--- src/rtl/sclk_wait_pkg.sv ---
package sclk_wait_pkg;

    localparam int REG_W      = 8;
    localparam int CNT_W      = 4;
    localparam int BIT_REL    = 0;
    localparam int BIT_MODE   = 1;
    localparam int BIT_LVL    = 3;
    localparam int BIT_STAT   = 6;

    typedef enum logic [1:0] {
        WM_PLAIN = 2'b00,
        WM_RSVD  = 2'b01,
        WM_HOLD8 = 2'b10,
        WM_HOLD9 = 2'b11
    } wmode_e;

    typedef struct packed {
        logic   rel;
        wmode_e mode;
        logic   lvl;
    } ctrl_t;

endpackage

--- src/rtl/sclk_edge_sync.sv ---
module sclk_edge_sync #(
    parameter int STAGES = 2
) (
    input  logic clk,
    input  logic rst_n,
    input  logic pin_i,
    output logic level_o,
    output logic rise_o
);
    localparam int TOP = STAGES;

    logic [TOP:0] chain_d, chain_q;

    always_comb begin
        chain_d[0] = pin_i;
    end

    for (genvar g = 1; g <= TOP; g++) begin : g_stage
        always_comb chain_d[g] = chain_q[g-1];
    end

    always_ff @(posedge clk) begin
        if (!rst_n) chain_q <= '0;
        else        chain_q <= chain_d;
    end

    assign level_o = chain_q[TOP-1];
    assign rise_o  = chain_q[TOP-1] & ~chain_q[TOP];

    p_rise_single_r11: assert property (@(posedge clk) disable iff (!rst_n)
        rise_o |=> !rise_o);

endmodule

--- src/rtl/sclk_edge_count.sv ---
module sclk_edge_count
    import sclk_wait_pkg::*;
#(
    parameter int W          = CNT_W,
    parameter int EDGE_SHORT = 8,
    parameter int EDGE_LONG  = 9
) (
    input  logic   clk,
    input  logic   rst_n,
    input  logic   rise_i,
    input  logic   start_i,
    input  logic   rel_done_i,
    input  wmode_e mode_i,
    input  logic   stretch_i,
    output logic   hit_o,
    output logic   irq_o
);
    localparam logic [W-1:0] SAT   = W'(EDGE_LONG);
    localparam logic [W-1:0] T_SH  = W'(EDGE_SHORT);
    localparam logic [W-1:0] T_LG  = W'(EDGE_LONG);

    typedef struct packed {
        logic [W-1:0] cnt;
        logic         irq;
    } cnt_st_t;

    cnt_st_t st_d, st_q;
    logic [W-1:0] target;
    logic [W-1:0] nxt;
    logic         legal;

    always_comb begin
        target = (mode_i == WM_HOLD9) ? T_LG : T_SH;
        legal  = (mode_i != WM_RSVD);
        nxt    = st_q.cnt + W'(1);
        hit_o  = rise_i & legal & (nxt == target) & (st_q.cnt < SAT);

        st_d     = st_q;
        st_d.irq = hit_o;
        if (start_i || rel_done_i) begin
            st_d.cnt = '0;
            st_d.irq = 1'b0;
        end else if (hit_o && !stretch_i) begin
            st_d.cnt = '0;
        end else if (rise_i && st_q.cnt < SAT) begin
            st_d.cnt = nxt;
        end
    end

    always_ff @(posedge clk) begin
        if (!rst_n) st_q <= '0;
        else        st_q <= st_d;
    end

    assign irq_o = st_q.irq;

    p_cnt_sat_r5: assert property (@(posedge clk) disable iff (!rst_n)
        st_q.cnt <= SAT);
    p_irq_rsvd_r3: assert property (@(posedge clk) disable iff (!rst_n)
        (mode_i == WM_RSVD && $past(mode_i) == WM_RSVD) |-> !irq_o);
    p_start_clr_r12: assert property (@(posedge clk) disable iff (!rst_n)
        start_i |=> (st_q.cnt == '0 && !irq_o));

endmodule

--- src/rtl/sclk_wait_hold.sv ---
module sclk_wait_hold (
    input  logic clk,
    input  logic rst_n,
    input  logic hit_i,
    input  logic stretch_i,
    input  logic rel_i,
    input  logic stop_i,
    input  logic two_wire_i,
    input  logic lvl_i,
    input  logic busy_i,
    output logic rel_done_o,
    output logic pull_o
);
    typedef struct packed {
        logic hold;
    } hold_st_t;

    hold_st_t st_d, st_q;

    always_comb begin
        rel_done_o = st_q.hold & rel_i;
        st_d       = st_q;
        if (stop_i || rel_done_o)        st_d.hold = 1'b0;
        else if (hit_i && stretch_i)     st_d.hold = 1'b1;
    end

    always_ff @(posedge clk) begin
        if (!rst_n) st_q <= '0;
        else        st_q <= st_d;
    end

    assign pull_o = two_wire_i & (st_q.hold | (~lvl_i & ~busy_i));

    p_stop_ends_r7: assert property (@(posedge clk) disable iff (!rst_n)
        stop_i |=> !st_q.hold);
    p_rel_ends_r6: assert property (@(posedge clk) disable iff (!rst_n)
        (st_q.hold && rel_i) |=> !st_q.hold);
    p_hold_pulls_r4: assert property (@(posedge clk) disable iff (!rst_n)
        (st_q.hold && two_wire_i) |-> pull_o);

endmodule

--- src/rtl/sclk_wait_ctrl.sv ---
module sclk_wait_ctrl
    import sclk_wait_pkg::*;
#(
    parameter int SYNC_STAGES = 2,
    parameter int EDGE_SHORT  = 8,
    parameter int EDGE_LONG   = 9
) (
    input  logic             clk,
    input  logic             rst_n,
    input  logic             reg_wr,
    input  logic [REG_W-1:0] reg_wdata,
    output logic [REG_W-1:0] reg_rdata,
    input  logic             two_wire,
    input  logic             scl_pin,
    input  logic             start_seen,
    input  logic             stop_seen,
    input  logic             xfer_busy,
    output logic             irq,
    output logic             scl_pull_low
);
    ctrl_t ctrl_d, ctrl_q;
    logic  scl_lvl, scl_rise, hit, rel_done, stretch;

    always_comb begin
        ctrl_d     = ctrl_q;
        ctrl_d.rel = 1'b0;
        if (reg_wr) begin
            ctrl_d.rel  = reg_wdata[BIT_REL];
            ctrl_d.mode = wmode_e'(reg_wdata[BIT_MODE +: 2]);
            ctrl_d.lvl  = reg_wdata[BIT_LVL] & two_wire;
        end
        stretch = ctrl_q.mode[1] & two_wire;
    end

    always_ff @(posedge clk) begin
        if (!rst_n) ctrl_q <= '0;
        else        ctrl_q <= ctrl_d;
    end

    always_comb begin
        reg_rdata                  = '0;
        reg_rdata[BIT_REL]         = ctrl_q.rel;
        reg_rdata[BIT_MODE +: 2]   = ctrl_q.mode;
        reg_rdata[BIT_LVL]         = ctrl_q.lvl;
        reg_rdata[BIT_STAT]        = scl_lvl;
    end

    sclk_edge_sync #(.STAGES(SYNC_STAGES)) u_sync (
        .clk     (clk),
        .rst_n   (rst_n),
        .pin_i   (scl_pin),
        .level_o (scl_lvl),
        .rise_o  (scl_rise)
    );

    sclk_edge_count #(
        .W          (CNT_W),
        .EDGE_SHORT (EDGE_SHORT),
        .EDGE_LONG  (EDGE_LONG)
    ) u_count (
        .clk        (clk),
        .rst_n      (rst_n),
        .rise_i     (scl_rise),
        .start_i    (start_seen),
        .rel_done_i (rel_done),
        .mode_i     (ctrl_q.mode),
        .stretch_i  (stretch),
        .hit_o      (hit),
        .irq_o      (irq)
    );

    sclk_wait_hold u_hold (
        .clk        (clk),
        .rst_n      (rst_n),
        .hit_i      (hit),
        .stretch_i  (stretch),
        .rel_i      (ctrl_q.rel),
        .stop_i     (stop_seen),
        .two_wire_i (two_wire),
        .lvl_i      (ctrl_q.lvl),
        .busy_i     (xfer_busy),
        .rel_done_o (rel_done),
        .pull_o     (scl_pull_low)
    );

    p_rel_selfclr_r6: assert property (@(posedge clk) disable iff (!rst_n)
        (ctrl_q.rel && !(reg_wr && reg_wdata[BIT_REL])) |=> !ctrl_q.rel);
    p_lvl_3wire_r10: assert property (@(posedge clk) disable iff (!rst_n)
        (reg_wr && !two_wire) |=> !ctrl_q.lvl);
    p_no_pull_3wire_r10: assert property (@(posedge clk) disable iff (!rst_n)
        !two_wire |-> !scl_pull_low);

endmodule

--- config.mk ---
export PLATFORM = sky130hd
export DESIGN_NAME = sclk_wait_ctrl
export DESIGN_NICKNAME = d
export VERILOG_FILES = /design/src/rtl/sclk_wait_pkg.sv /design/src/rtl/sclk_edge_sync.sv /design/src/rtl/sclk_edge_count.sv /design/src/rtl/sclk_wait_hold.sv /design/src/rtl/sclk_wait_ctrl.sv
export SDC_FILE = /design/constraint.sdc
export NUM_CORES = 1
export LEC_CHECK = 0
export ABC_AREA = 1
export BUFFER_PORTS_ARGS = -buffer_cell sky130_fd_sc_hd__buf_2
export CELL_PAD_IN_SITES_DETAIL_PLACEMENT = 0
export CELL_PAD_IN_SITES_GLOBAL_PLACEMENT = 1
export CORE_ASPECT_RATIO = 1.4
export CORE_MARGIN = 3
export CORE_UTILIZATION = 32
export CTS_CLUSTER_SIZE = 24
export DETAILED_ROUTE_END_ITERATION = 8
export PLACE_DENSITY = 0.77
export SLEW_MARGIN = 0
export SYNTH_ARGS = -nofsm -noshare
export SYNTH_HDL_FRONTEND = slang
export SYNTH_SLANG_ARGS = --single-unit
--- constraint.sdc ---
create_clock -name clk -period 1.85 [get_ports clk]
set_clock_uncertainty 0.2 [all_clocks]
set_input_delay 0.0925 -clock clk [delete_from_list [all_inputs] [get_ports clk]]
set_output_delay 0.0925 -clock clk [all_outputs]
set_load 0.005 [all_outputs]
After elaboration in Yosys (flattened, before gate mapping)
Index checks and enable logic that the tools add are counted.
{ "word_totals": {"register_bits": 13, "inputBits": 16, "elab_cells": 37} }
{ "op_classes": {"n_addsub": 1, "order_cmp": 1, "n_eq_ne": 3, "mux": 1, "bitwise_logic": 14, "reduce_logical": 10} }
{ "ops": {"columns": ["op", "count"], "rows": [
  ["$and 1x1->1", 9],
  ["$add 4x1->4 const B", 1],
  ["$eq 4x4->1", 1],
  ["$lt 4x4->1 const B", 1],
  ["$not 1->1", 4],
  ["$reduce_or 2->1", 2],
  ["$logic_and 1x1->1", 3],
  ["$reduce_or 3->1", 1],
  ["$eq 2x2->1 const B", 1],
  ["$logic_or 1x1->1", 2],
  ["$ne 2x1->1 const B", 1],
  ["$reduce_and 2->1", 1],
  ["$logic_not 1->1", 1],
  ["$mux 1", 1],
  ["$or 1x1->1", 1]
]} }

Logic depth before layout (Yosys ltp)
Gate-level depths: netlist of the first run.
{ "depth": {"ltp_word": 7, "mapped_depth": 9, "mapped_depth_nobuf": 9} }

By module
A second synthesis of the first run with hierarchy kept.
{ "unflattened": {"cells_unflattened": 98, "area_unflattened_um2": 691.9} }
{ "by_module_without_submodules": {"columns": ["module", "instances", "cells_each", "area_each_um2", "seq_area_each_um2"], "rows": [
  ["sclk_edge_count", 1, 52, 344.1, 100.1],
  ["sclk_wait_ctrl", 1, 22, 175.2, 80.1],
  ["sclk_edge_sync", 1, 11, 92.6, 60.1],
  ["sclk_wait_hold", 1, 13, 80.1, 20.0]
]} }

Least setup slack after synthesis of the first run
No wires, ideal clock.
{ "synth_timing": {"path_kind": "reg-to-reg", "start": "register u_count.st_q[1] in the netlist's numbering", "end": "register u_count.st_q[4] in the netlist's numbering", "arrival_ns": 1.204, "slack_ns": 0.330, "path_stages_with_launch": 9, "n_path_buf": 0, "period_less_slack_ns": 1.520, "path_cell_list": "dfxtp_1 -> inv_1 -> ha_1 -> inv_2 -> nand3_2 -> nor2_2 -> nand3_2 -> nand2_4 -> nor2_2"} }
{ "synth_between": {"elab_chain_cells": 6, "word_cells_on_any_way": 8, "cone_classes": "add/sub (1); order compare (1); eq/ne (1); bitwise (2); reduce/logical (3)"} }
{ "synth_lines": {"columns": ["element", "line", "text"], "rows": [
  ["start, declared", "sclk_edge_count.sv:27", "cnt_st_t st_d, st_q;"],
  ["start signal, assigned", "sclk_edge_count.sv:52", "else st_q <= st_d;"],
  ["$add 4x1->4", "sclk_edge_count.sv:35", "nxt = st_q.cnt + W'(1);"],
  ["via u_count.nxt[0]", "sclk_edge_count.sv:29", "logic [W-1:0] nxt;"],
  ["$eq 4x4->1", "sclk_edge_count.sv:36", "hit_o = rise_i & legal & (nxt == target) & (st_q.cnt < SAT);"],
  ["$and 1x1->1 (2 in a row)", "sclk_edge_count.sv:36", null],
  ["$logic_and 1x1->1", "sclk_edge_count.sv:43", "end else if (hit_o && !stretch_i) begin"],
  ["$reduce_or 3->1 (no source line)", null, null]
]} }
The timed path passes the listed nets, and every way through them passes these cells.
A chain may end at the register's enable or synchronous reset.

Final worst setup path of the first run
Same ends and word-level chain as after synthesis.

==> run_results.csv, run 1 <==
group,metric,value,unit
routing,via_count,627,
logic_synthesis,synth_warnings,0,
cells_and_area,mostFrequentLayoutCells,"buf_2, nand2_1, inv_1, dlygate4sd3_1, dfxtp_1",
cells_and_area,drive_above_1_share,30.3,%
min_path,min_path_type,"in2reg",
floorplanning,die_h,61.0,um
cells_and_area,nFillCells,208,
routing,drt-met1-wl,505,um
routing,drtAntennaViolNets,0,
routing,firstDrtPassIters,4,
routing,met2_length,792,um
place,portBuffers,18,
place,dp_hpwl,1010,um
routing,wirelength,1360,um
timing,slew_violations,0,
global_routing,grtUsageTotal,12.0,%
global_routing,grt_remaining_overflow,0,
routing,viasPerCell,4.38,
logic_synthesis,ys_seq_area_share,37.6,%
clock_network,clock_latency,0.27,ns
floorplanning,dieArea,0.00276,sq mm
global_routing,grt_pass1_vias,612,
power_and_ir_drop,power_density,581,mW/mm^2
timing,max_freq,602,MHz
power_and_ir_drop,total_power,544,uW
timing,fin_crit_sh,89.8,%
status,status,"complete, no violations",
routing,wl_per_cell,9.52,um
clock_network,cts.path.max_buffers,2,
logic_synthesis,syn-instance-count,90,
global_routing,grt_pass1_wl,2390,um
setup_path,crit_path_end_kind,"flip-flop",
clock_network,cts.repair.resized,0,
place,gp_congestion,0.689,
clock_network,clockRootBuffer,"clkbuf_4",
clock_network,ctsHoldBuffers,14,
place,pre_cts_ws,0.187,ns
floorplanning,initial_core_util,34.6,%
timing,finalSetupViolations,0,
routing,wl_met3,50,um
timing,setup_tns,0,ns
logic_synthesis,synth_seq_cells,13,
clock_network,numCtsBuffers,3,
cells_and_area,post-route-util,46.9,%
floorplanning,die_w,45.3,um
cells_and_area,area_delta_synth_final,35.4,%
routing,drc,0,
logic_synthesis,netlist_top_cells_area,"dfxtp_1, nand2_1, inv_1",
power_and_ir_drop,vdd_drop_max,0.367,mV
timing,min_period,1.66,ns
clock_network,clkSinkCount,13,
setup_path,critPathMaxFanout,4,
routing,drt_iter0_drc,13,
timing,final-hold-violation-count,0,
logic_synthesis,synth.avg_cell_area,7.69,sq um
floorplanning,rows,19,
cells_and_area,antenna_cells,0,
timing,setup_ws,0.189,ns
clock_network,cts_tree,"yes",
setup_path,worstSetupPathType,"reg2reg",
setup_path,cp.arrival,1.63,ns
global_routing,antenna_found_initial,0,
routing,top_layer,"met4",
floorplanning,io_pins,26,
clock_network,path_clk_slew,0.08,ns
clock_network,htree_num_levels,1,
logic_synthesis,synth_cell_type_count,23,
floorplanning,core_area,0.00200,sq mm
logic_synthesis,synth_area_leader_cell,"dfxtp_1",
logic_synthesis,yosysTopAreaCellShare,37.6,%
logic_synthesis,syn_area,692,sq um
setup_path,cp-start-kind,"flip-flop",
global_routing,grt_max_degree,9,
timing,rsz0062_at_grt,"no",
power_and_ir_drop,p_leak,0.476,nW
cells_and_area,final_common_cell,"buf_2",
setup_path,cp_data_required_time,1.82,ns
job,maxCapViolCount,0,
clock_network,post_cts_buffers,0,
cells_and_area,nNetsFinal,141,
-- path summary, 6_finish.rpt --
kind / from / end / slack, ns / cells after the start
hold / removal: two_wire / u_hold.st_q$_SDFFE_PP0P_ / 0.05 / 5
setup / recovery: u_count.st_q[1]$_SDFFE_PP0P_ / u_count.st_q[4]$_SDFFE_PP0P_ / 0.19 / 8
setup reg to reg: u_count.st_q[1]$_SDFFE_PP0P_ / u_count.st_q[4]$_SDFFE_PP0P_ / 0.19 / 8
hold reg to reg: u_sync.chain_q[0]$_SDFF_PN0_ / u_sync.chain_q[1]$_SDFF_PN0_ / 0.22 / 2
-- cell families after synthesis --
logic type                 Yosys count  share of synthesized area, %
and+or+nand+nor                     42                          33.3
buffers and inverters               22                          15.2
DFF                                 13                          37.6
AOI/OAI and AO/OA                    8                          6.15
xor gates and xnor gates             2                          3.62
adders and majority gates            2                          3.62
other                                1                         0.542
-- sequential cells by signal, indices dropped and copies added (netlist names) --
register,count
reg_rdata,4
u_count.irq_o,1
u_count.st_q,4
u_hold.st_q,1
u_sync.chain_q,3
-- Yosys cell counts (all sizes together) --
| cell | count |
|---|---|
| buf | 6 |
| xor2 | 2 |
| nand4 | 1 |
| o21ai | 4 |
| and3 | 1 |
| inv | 16 |
| or2 | 1 |
| ha | 2 |
| nand2 | 20 |
| nand3 | 6 |
| nor2 | 13 |
| o21a | 1 |
| a21oi | 3 |
| dfxtp | 13 |
| conb | 1 |
-- stage by stage --
stage / hold slack [ns] / area [sq um] / instances
2_1_floorplan: -0.0140 / 699 / 92
3_3_place_gp: 0.0781 / 771 / 125
3_5_place_dp: 0.0869 / 771 / 125
4_1_cts: 0.0378 / 937 / 143
5_1_grt: 0.0711 / 937 / 143
6_report: 0.0459 / 937 / 143
-- routing by layer --
layer | global-route usage [%] | vias up
met4 | 7.53 | 0
li1 | - | 328
met1 | 11.3 | 279
met3 | 2.63 | 2
met2 | 22.7 | 18
met5 | 0 | -
-- area by class of cell --
type / instances / area (sq um) / area share (%)
repair buffers: 32 / 230 / 24.6
multi-input cells: 57 / 334 / 35.6
clock buffers: 4 / 26.3 / 2.80
inverters: 16 / 60.1 / 6.41
flip-flops and latches: 13 / 260 / 27.8
well taps: 21 / 26.3 / 2.80
-- critical path, stage by stage (launching register included) --
cell	delay, ns
dfxtp_1	0.38
inv_1	0.13
ha_1	0.32
inv_2	0.06
nand3_2	0.08
nor2_2	0.15
nand3_2	0.10
nand2_4	0.11
nor2_2	0.04
-- report_power, final --
part / internal (mW) / total [mW] / switching, mW / leakage, nW
logic: 0.0454 / 0.0821 / 0.0367 / 0.355
registers: 0.288 / 0.294 / 0.00572 / 0.106
clock network: 0.0834 / 0.169 / 0.0853 / 0.0150
total: 0.417 / 0.544 / 0.128 / 0.476
No activity file was read; power rests on OpenSTA's default activity.
==> run 2: changes to the inputs <==
- CORE_UTILIZATION: 32 -> 29
- PLACE_DENSITY: 0.77 -> 0.73
- clock period: 1.85 -> 1.48 ns (I/O delays scaled with it)
==> run 2 against run 1 <==
Effect of this change: total power up 29%; first-iteration DRC count decreased by 69%; clock-buffer cell count unchanged; sequential share of layout area fell by 2.8 points; critical endpoint is now reg_rdata[2]$_SDFFE_PN0P_; largest cell class unchanged.
==> run_results.csv, run 2 (synthesis results as in run 1) <==
group,metric,value,unit
cells_and_area,seq_area,263,sq um
routing,wl_per_cell,9.76,um
power_and_ir_drop,p_int,534,uW
timing,min_period,1.44,ns
clock_network,cts.path.max_buffers,2,
routing,drtAntennaViolNets,0,
floorplanning,dieArea,0.00302,sq mm
setup_path,max_stage_delay,0.54,ns
clock_network,htree_num_levels,1,
setup_path,cp-start-kind,"input port",
setup_path,r2r_slack,0.04,ns
routing,viasPerCell,4.24,
power_and_ir_drop,swShare,23.9,%
setup_path,reg2reg_to,"u_count.st_q[4]$_SDFFE_PP0P_",
setup_path,crit_chain,"dlygate4sd3_1 > buf_2 > nor2_2 > dlygate4sd3_1 > nor2_1",
setup_path,crit_path_end_kind,"flip-flop",
setup_path,crit_top_cell,"dlygate4sd3_1",
timing,final-hold-violation-count,0,
timing,slew_violations,0,
global_routing,antenna_found_initial,0,
clock_network,numCtsBuffers,3,
cells_and_area,design_area,0.00105,sq mm
global_routing,grt_pass1_vias,647,
power_and_ir_drop,comb_power_share,17.2,%
floorplanning,rows,20,
setup_path,critPathMaxFanout,1,
clock_network,clock_latency,0.27,ns
setup_path,reg2reg_depth,8,
setup_path,worstSetupPathType,"in2reg",
setup_path,cp.arrival,1.41,ns
floorplanning,io_pins,26,
global_routing,grtUsageTotal,12.0,%
place,place_inst,131,
routing,via_count,653,
clock_network,clockRootBuffer,"clkbuf_4",
cells_and_area,nNetsFinal,151,
place,gp_congestion,0.717,
floorplanning,core_area,0.00223,sq mm
power_and_ir_drop,p_clk_share,30.5,%
global_routing,grt_remaining_overflow,0,
place,portBuffers,18,
timing,fin_crit_sh,97.1,%
cells_and_area,instances_no_fill,154,
routing,firstDrtPassIters,2,
routing,drc,0,
routing,wirelength,1500,um
timing,rsz0062_at_grt,"yes",
power_and_ir_drop,power_density,667,mW/mm^2
floorplanning,die_w,47.3,um
cells_and_area,mostFrequentLayoutCells,"dlygate4sd3_1, buf_2, nand2_1, inv_1, dfxtp_1",
floorplanning,die_h,63.8,um
place,dp_hpwl,1010,um
timing,finalSetupViolations,0,
power_and_ir_drop,p_sw,168,uW
floorplanning,initial_core_util,31.1,%
min_path,min_path_type,"reg2reg",
job,maxCapViolCount,0,
power_and_ir_drop,p_leak,0.518,nW
clock_network,clkSinkCount,13,
power_and_ir_drop,power_frac_seq,52.3,%
cells_and_area,area_delta_synth_final,52.3,%
routing,drt_iter0_drc,4,
place,placed_area,811,sq um
setup_path,critPathSlowestCell,"dlygate4sd3_1",
clock_network,cts_tree,"yes",
power_and_ir_drop,vdd_drop_max,0.598,mV
setup_path,crit_start,"reg_wdata[2]",
cells_and_area,antenna_cells,0,
global_routing,grt_max_degree,8,
setup_path,crit_path_end,"reg_rdata[2]$_SDFFE_PN0P_",
cells_and_area,multi_input_area,362,sq um
cells_and_area,nFillCells,225,
cells_and_area,drive_above_1_share,37.1,%
power_and_ir_drop,total_power,702,uW
setup_path,r2r_start,"u_count.st_q[2]$_SDFFE_PP0P_",
setup_path,cp_data_required_time,1.45,ns
status,status,"complete, no violations",
clock_network,path_clk_slew,0.08,ns
global_routing,grt_pass1_wl,2640,um
timing,max_freq,696,MHz
run 2: layer usage:
layer / track usage (%) / share of wire [%]
met1: 12.9 / 37
met2: 21.3 / 58
met3: 2.82 / 4.5
met4: 4.15 / 0.40
met5: 0 / 0
run 2: power groups by stage:
stage | clock (mW) | combinational, mW | sequential [mW]
finish | 0.214 | 0.121 | 0.367
global route | 0.246 | 0.137 | 0.369
CTS | 0.228 | 0.119 | 0.367
detailed placement | 0 | 0.0793 | 0.375
global placement | 0 | 0.0779 | 0.375
floorplan | 0 | 0.0521 | 0.375
run 2: metrics by stage:
stage               hold slack, ns  util [%]  TNS [ns]  setup WS, ns
floorplan                  -0.0325         -         0        0.0269
global placement            0.0561      36.4    -0.170       -0.0455
detailed placement          0.0599      36.4    -0.302       -0.0819
CTS                         0.0328      46.9         0       0.00460
global route                 0.306      47.3    -0.157       -0.0445
finish                       0.271      47.3         0        0.0428
run 2: what timing repair did:
| item | CTS | global route |
|---|---|---|
| setup endpoints to repair | 5 | 7 |
| setup buffers | 0 | 1 |
| resized for setup | 5 | 1 |
| hold endpoints to repair | 13 | 1 |
| pin swaps | 1 | 3 |
| hold buffers | 18 | 1 |
run 2: worst max-delay path, delay by kind of cell:
kind                   cells  cell delay, ns
and+or+nand+nor            2            0.13
buffers and inverters      3            1.21
run 2: worst min path at each step:
stage                                         endpoint  slack, ns  cells past startpoint                startpoint
after floorplan           u_sync.chain_q[0]$_SDFF_PN0_      -0.03                      2                     rst_n
after global placement    u_sync.chain_q[0]$_SDFF_PN0_       0.06                      3                   scl_pin
after detailed placement  u_sync.chain_q[0]$_SDFF_PN0_       0.06                      3                   scl_pin
after CTS                     u_hold.st_q$_SDFFE_PP0P_       0.03                      5                  two_wire
after global routing          u_hold.st_q$_SDFFE_PP0P_       0.31                      2  u_hold.st_q$_SDFFE_PP0P_
final                         u_hold.st_q$_SDFFE_PP0P_       0.27                      2  u_hold.st_q$_SDFFE_PP0P_
run 2: layout make-up:
type                       count  share of cell area [%]
multi-input combinational     57                    34.3
sequential                    13                    24.9
inverter                      16                    5.70
timing repair buffer          42                    29.9
clock buffer                   4                    2.49
tap                           22                    2.61
